===== config.mk =====
export PLATFORM = sky130hd
export DESIGN_NAME = bass_lockout_ctrl
export DESIGN_NICKNAME = d
export VERILOG_FILES = /design/src/rtl/bass_lockout_pkg.sv /design/src/rtl/bass_lockout_hold_cnt.sv /design/src/rtl/bass_lockout_cmd_reg.sv /design/src/rtl/bass_lockout_ctrl.sv
export SDC_FILE = /design/constraint.sdc
export NUM_CORES = 1
export LEC_CHECK = 0
export BUFFER_PORTS_ARGS = -buffer_cell sky130_fd_sc_hd__buf_2
export CAP_MARGIN = 40
export CORE_MARGIN = 4
export CORE_UTILIZATION = 35
export DETAILED_ROUTE_END_ITERATION = 10
export HOLD_SLACK_MARGIN = 0.05
export SKIP_CTS_REPAIR_TIMING = 1
export SLEW_MARGIN = 20
export SYNTH_ARGS = -nofsm -noshare
export SYNTH_HDL_FRONTEND = slang
export SYNTH_SLANG_ARGS = --single-unit

===== constraint.sdc =====
create_clock -name clk -period 3.1 [get_ports clk]
set_input_delay 0.31 -clock clk [delete_from_list [all_inputs] [get_ports clk]]
set_output_delay 0.31 -clock clk [all_outputs]
set_load 0.02 [all_outputs]

===== src/rtl/bass_lockout_pkg.sv =====
package bass_lockout_pkg;

    typedef enum logic [1:0] {
        ST_PASSED = 2'd0,
        ST_FAILED = 2'd1,
        ST_LOCKED = 2'd2
    } lk_state_e;

    typedef enum logic [1:0] {
        CMD_LOCK    = 2'd0,
        CMD_RELEASE = 2'd1,
        CMD_CUT     = 2'd2
    } lk_cmd_e;

    localparam int CMD_W = 2;

endpackage


===== src/rtl/bass_lockout_hold_cnt.sv =====
// Hold counter: reload on fail, saturating decrement on pass in LOCKED.
module bass_lockout_hold_cnt #(
    parameter int CNT_W    = 2,
    parameter int HOLD_LIM = 3
) (
    input  logic             clk,
    input  logic             rst_n,
    input  logic             load,
    input  logic             dec,
    output logic [CNT_W-1:0] cnt,
    output logic             dec_hits_zero
);
    localparam logic [CNT_W-1:0] LIM_V = CNT_W'(HOLD_LIM);
    localparam logic [CNT_W-1:0] ONE_V = CNT_W'(1);

    logic [CNT_W-1:0] cnt_q;
    logic [CNT_W-1:0] cnt_dec;

    // The decrement stops at zero instead of wrapping.
    always_comb begin
        if (cnt_q == '0) begin
            cnt_dec = '0;
        end else begin
            cnt_dec = cnt_q - ONE_V;
        end
    end

    assign dec_hits_zero = (cnt_dec == '0);

    always_ff @(posedge clk) begin
        if (!rst_n) begin
            cnt_q <= '0;
        end else if (load) begin
            cnt_q <= LIM_V;
        end else if (dec) begin
            cnt_q <= cnt_dec;
        end
    end

    assign cnt = cnt_q;
endmodule


===== src/rtl/bass_lockout_cmd_reg.sv =====
// Registered command pulse and code.
module bass_lockout_cmd_reg #(
    parameter int CODE_W = 2
) (
    input  logic              clk,
    input  logic              rst_n,
    input  logic              fire,
    input  logic [CODE_W-1:0] code_d,
    output logic              vld,
    output logic [CODE_W-1:0] code
);
    logic              vld_q;
    logic [CODE_W-1:0] code_q;

    always_ff @(posedge clk) begin
        if (!rst_n) begin
            vld_q  <= 1'b0;
            code_q <= '0;
        end else begin
            vld_q <= fire;
            if (fire) begin
                code_q <= code_d;
            end
        end
    end

    assign vld  = vld_q;
    assign code = code_q;
endmodule


===== src/rtl/bass_lockout_ctrl.sv =====
// Verdict-driven lockout controller: PASSED / FAILED / LOCKED with hold counter.
module bass_lockout_ctrl
    import bass_lockout_pkg::*;
#(
    parameter int CNT_W    = 2,
    parameter int HOLD_LIM = 3
) (
    input  logic             clk,
    input  logic             rst_n,
    input  logic             vrd_vld,
    input  logic             vrd_fail,
    output logic             cmd_vld,
    output logic [CMD_W-1:0] cmd_code
);
    lk_state_e        state_q;
    lk_state_e        state_d;
    logic             cnt_load;
    logic             cnt_dec;
    logic             dec_hits_zero;
    logic [CNT_W-1:0] cnt_q;
    logic             cmd_fire;
    lk_cmd_e          cmd_sel;

    // State register
    always_ff @(posedge clk) begin
        if (!rst_n) begin
            state_q <= ST_PASSED;
        end else begin
            state_q <= state_d;
        end
    end

    // Transitions and command selection
    always_comb begin
        state_d  = state_q;
        cnt_load = 1'b0;
        cnt_dec  = 1'b0;
        cmd_fire = 1'b0;
        cmd_sel  = CMD_LOCK;
        if (vrd_vld) begin
            unique case (state_q)
                ST_PASSED: begin
                    if (vrd_fail) begin          // lock_on_fail
                        cmd_fire = 1'b1;
                        cmd_sel  = CMD_LOCK;
                        cnt_load = 1'b1;
                        state_d  = ST_FAILED;
                    end
                end
                ST_FAILED: begin
                    if (vrd_fail) begin          // cut_on_refail
                        cmd_fire = 1'b1;
                        cmd_sel  = CMD_CUT;
                        cnt_load = 1'b1;
                    end else begin               // settle_on_pass
                        state_d = ST_LOCKED;
                    end
                end
                ST_LOCKED: begin
                    if (vrd_fail) begin          // relapse_on_fail
                        cnt_load = 1'b1;
                        state_d  = ST_FAILED;
                    end else begin
                        cnt_dec = 1'b1;
                        if (dec_hits_zero) begin // release_on_drain
                            cmd_fire = 1'b1;
                            cmd_sel  = CMD_RELEASE;
                            state_d  = ST_PASSED;
                        end                      // else drain_on_pass
                    end
                end
                default: begin
                    state_d = ST_PASSED;
                end
            endcase
        end
    end

    bass_lockout_hold_cnt #(
        .CNT_W    (CNT_W),
        .HOLD_LIM (HOLD_LIM)
    ) u_hold (
        .clk           (clk),
        .rst_n         (rst_n),
        .load          (cnt_load),
        .dec           (cnt_dec),
        .cnt           (cnt_q),
        .dec_hits_zero (dec_hits_zero)
    );

    bass_lockout_cmd_reg #(
        .CODE_W (CMD_W)
    ) u_cmd (
        .clk    (clk),
        .rst_n  (rst_n),
        .fire   (cmd_fire),
        .code_d (cmd_sel),
        .vld    (cmd_vld),
        .code   (cmd_code)
    );
endmodule


* Word level (Yosys, flattened, before mapping) *
Cells that the tools add are included.

word-level totals
  input port bits = 4
  register bits after elaboration = 7

cells by class
  equal/unequal tests = 5
  mux-type cells = 23
  add/subtract/negate cells = 1
  reduce and logical (&&, ||, !) cells = 7

operators by type and width
  kind                                                                count
  2-bit 2-to-1 mux                                                    9
  1-bit 2-to-1 mux                                                    11
  2-bit logical NOT                                                   3
  2-bit case mux with 3 select lines                                  1
  2-bit != test, second input constant                                2
  2-bit case mux with 2 select lines                                  1
  4-bit AND reduction                                                 1
  3-bit != test, second input constant                                1
  3-bit OR reduction                                                  1
  2-bit by 1-bit == test with 1-bit output, second input constant     1
  2-bit == test, second input constant                                1
  1-bit case mux with 2 select lines                                  1
  2-bit nonzero test                                                  1
  2-bit OR reduction                                                  1
  2-bit by 1-bit subtractor with 2-bit output, second input constant  1

* Logic depth before layout (Yosys ltp) *
  depth after elaboration = 7
  mapped depth = 5
  depth with buffers taken out = 5

* Hierarchy *
Synthesis repeated with hierarchy kept, for this count alone.

second synthesis, totals
  cells, all modules = 46
  area, all modules = 430.4 um2

modules (own cells, without submodules)
  module                 area each (um2)  times used  cells each  seq. area each (um2)
  bass_lockout_ctrl      250.2            1           29          40.0
  bass_lockout_cmd_reg   100.1            1           8           60.1
  bass_lockout_hold_cnt  80.1             1           9           40.0

* Worst setup path before layout *
Ideal clock, no wire load.

  path type = flip-flop to flip-flop
  start point = register state_q[0]
  end point = register u_cmd.code_q[0] (netlist: u_cmd.code[0])
  setup slack = 1.793 ns
  path buffers = 0
  data arrival time = 1.236 ns
  clock period less this slack = 1.307 ns
  required time = 3.028 ns
  cell stages (with the launch flop) = 6
  cell sequence = dfxtp_1 inv_1 ha_1 nor3b_2 o21ai_2 mux2i_1

between the ends
  word-level cells in the longest chain between the ends = 4
  elaborated cells between the ends (all ways) = 8
  classes of those cells = 2 x eq/ne; 4 x mux; 2 x reduce/logical

RTL lines
  element                                                                        line                        text
  from (decl)                                                                    bass_lockout_ctrl.sv:15     lk_state_e state_q;
  from (signal assigned)                                                         bass_lockout_ctrl.sv:29     state_q <= state_d;
  2-bit by 1-bit == test with 1-bit output or 2-bit logical NOT (tied branches)  bass_lockout_ctrl.sv:41     unique case (state_q)
  2-bit OR reduction (no line)                                                   n/a
  1-bit case mux with 2 select lines                                             bass_lockout_ctrl.sv:41
  1-bit 2-to-1 mux                                                               bass_lockout_ctrl.sv:40     if (vrd_vld) begin
  to (signal assigned)                                                           bass_lockout_cmd_reg.sv:22  code_q <= code_d;
  to (decl)                                                                      bass_lockout_cmd_reg.sv:13  logic [CODE_W-1:0] code_q;

Parallel ways exist; a longest one is shown, timed or not.
A chain may end at the register's enable or synchronous reset.

* Worst setup path after layout *
  start point = register state_q[0]
  end point = register u_cmd.code_q[1] (netlist: u_cmd.code[1])

Same word-level chain as after synthesis.

==> metrics.md <==
| Metric | Value |
|---|---|
| Outcome | `finished, final reports clean` |
| Setup violators final | `0` |
| # rows | `12` |
| YS warnings | `0` |
| Starting Density | `39.5%` |
| Hold path depth | `3` |
| Reg area | `around 140 um2` |
| First-pass detailed-route iteration total | `3` |
| Nets | `68` |
| Core ar. | `0.00117 mm2` |
| Layout cells sized above 1 | `31.6%` |
| Reg2Reg Setup Slack | `1.64 ns` |
| Gpl congestion | `around 0.72` |
| Most frequent cell after synthesis | `nand2_1` |
| Final Hold Vio Count | `0` |
| CTS tree | `done` |
| Leading area contributor after synthesis | `dfxtp_1` |
| Post-synth top cells | `8 x nand2_1, 7 x dfxtp_1, 6 x ha_1, 4 x mux2i_1, 3 x nor2b_1` |
| Antenna-violating nets left | `0` |
| Worst min-delay path class | `input pin to register` |
| Global-route wire length before repair | `1.28 mm` |
| Setup TNS | `0 ns` |
| H-tree Lvls | `1` |
| Total inserted antenna cells | `0` |
| WL final | `767 um` |
| Fill cells | `118` |
| Area contributors post-synth | `dfxtp_1 30%, ha_1 16%, mux2i_1 8.6%` |
| CTS root buffer | `clkbuf_4` |
| Unrepaired setup endpoints after global routing | `no` |
| Clock tree buffer depth | `2` |
| Vias in the first global route | `286` |
| Leak pwr | `0.236 nW` |
| Post-Syn Nets | `between 50 and 60` |
| Async S/R FF share, synth | `0%` |
| Mapped Avg Cell Area | `between 9 and 10 um2` |
| Clk sinks | `7` |
| Worst Path Required | `3.27 ns` |
| Worst R2R Path Depth | `5` |
| Top_reg_cell synth | `dfxtp_1` |
| CP Max Fanout | `6` |
| Setup CP Type | `register to register` |
| Avg WL per Cell | `approximately 11 um` |
| Mapped cell area | `approximately 460 um2` |
| Die Wd | `44.4 um` |
| DP Wirelength | `589 um` |
| Core Util, Final | `between 40% and 50%` |
| VDD IR max | `0.217 mV` |
| Via count | `~330` |
| Netlist cell types | `21` |
| Worst hold start | `rst_n` |
| CTS buffer count | `3` |
| Sequential area share after synthesis | `30.3%` |
| Total grt overflow | `0` |
| PortBufs | `6` |
| Hold path endpoint | `u_cmd.code[0]$_SDFFE_PN0P_` |
| Die height | `44.4 um` |
| # IOs | `7` |
| Clk_lat worst skew | `0.25 ns` |
| Initial antenna violation count | `0` |
| DR DRC count | `0` |
| Synth-to-Final Area Change | `11.9%` |
| DR iter-0 viols | `4` |
| Post-route setup slack | `1.64 ns` |
| Final cycle utilization of the critical path | `47.1%` |
| CP endpoint kind | `register` |
| Rel. slew slack | `84.4%` |
| Power after layout | `0.000220 W` |
| Area of the multi-input gates | `293 um2` |
| Pwr dens | `around 430 mW/mm2` |
| WHS | `0.370 ns` |
| Via-to-Cell Ratio | `4.68` |
| Period minus WS final | `1.46 ns` |
| R2R Path End | `u_cmd.code[1]$_SDFFE_PN0P_` |
| Clk_skew | `~0.0047 ns` |
| Post-Place Setup Slack | `1.65 ns` |
| Synth Register Bits | `7` |
| Synth top area share | `between 30% and 40%` |
| Die area | `0.00197 mm2` |
| Global Route Usage Sum | `8.99%` |
| Clock slew at reported path FFs | `about 0.05 ns` |
| FMAX | `0.685 GHz` |
| Post-synth EDFFs | `0` |
| Max Slew Vio Count | `0` |
| Pin count of the biggest net entering global routing | `12` |
| CP Data Arrival Time | `1.63 ns` |
| CP startpoint kind | `register` |
| RR Startpoint | `state_q[0]$_SDFFE_PN0P_` |
| Post-synthesis instance total | `49` |
| Max-Cap Viols | `0` |
| Worst slew pin tran | `roughly 0.23 ns` |
-- how the worst max path moves through the flow --
stage                             from                    endpoint  slack (ns)  cells after the start
4_1_cts        state_q[0]$_SDFFE_PN0P_  u_cmd.code[1]$_SDFFE_PN0P_        1.64                      5
3_5_place_dp   state_q[0]$_SDFFE_PN0P_  u_cmd.code[1]$_SDFFE_PN0P_        1.65                      5
5_1_grt        state_q[0]$_SDFFE_PN0P_  u_cmd.code[1]$_SDFFE_PN0P_        1.49                      5
6_report       state_q[0]$_SDFFE_PN0P_  u_cmd.code[1]$_SDFFE_PN0P_        1.64                      5
3_3_place_gp   state_q[0]$_SDFFE_PN0P_  u_cmd.code[1]$_SDFFE_PN0P_        1.69                      5
2_1_floorplan  state_q[0]$_SDFFE_PN0P_  u_cmd.code[0]$_SDFFE_PN0P_        1.79                      5
-- cells by family after synthesis --
kind of cell / after synthesis / share of synthesized area [%]
adder cells (fa/ha/maj): 6 / 16.2
AO/OA/AOI/OAI: 8 / 12.7
multiplexers: 4 / 8.65
flip-flops: 7 / 30.3
buffers and inverters: 5 / 6.49
AND/OR/NAND/NOR: 19 / 25.7
-- placed cells by master, fill, tap and decap left out --
cell      n
mux2i_1   4
a21oi_2   1
nand4_1   1
buf_2     6
inv_2     1
nor2b_2   1
o21ai_2   2
nor3b_2   1
o21ai_0   2
or3_1     1
inv_1     2
and4bb_2  2
nand3b_1  1
ha_1      6
a21oi_1   2
dfxtp_1   7
a211oi_2  1
nor2b_1   3
clkbuf_4  3
clkbuf_1  1
nand2_1   8
nor2_1    1
-- power by group --
| group | switching [W] | internal (W) | total, W |
|---|---|---|---|
| clock | 0.0000341 | 0.0000492 | 0.0000833 |
| sequential | 0.00000553 | 0.0000949 | 0.000100 |
| combinational | 0.0000201 | 0.0000164 | 0.0000365 |
-- metrics by stage --
step,cells,cell area [um2]
floorplan,49,463
global placement,67,492
detailed placement,67,492
CTS,71,518
global route,71,518
finish,71,518
-- worst max-delay path, stage by stage, from the launching register on --
cell and delay, ns:
dfxtp_1 0.41, inv_1 0.09, ha_1 0.29, nor3b_2 0.19, o21ai_2 0.19, mux2i_1 0.22
-- area by class of cell --
class | instances | share of cell area (%)
Sequential cell | 7 | 27.1
Multi-Input combinational cell | 37 | 56.5
Tap cell | 14 | 3.38
Clock buffer | 4 | 5.07
Timing Repair Buffer | 6 | 5.80
Inverter | 3 | 2.17
-- routing by layer --
metal  track usage [%]  vias to the layer above  routed length (um)
met3              6.10                        0                  52
li1                  -                      182                   -
met1              12.2                      143                 396
met4                 0                        0                   0
met5                 0                        -                   0
met2              12.5                        7                 318
-- sequential cells by signal, indices dropped and copies added (netlist names) --
signal	flops
u_hold.cnt	2
state_q	2
u_cmd.vld	1
u_cmd.code	2
(Power assumes the default switching activity.)
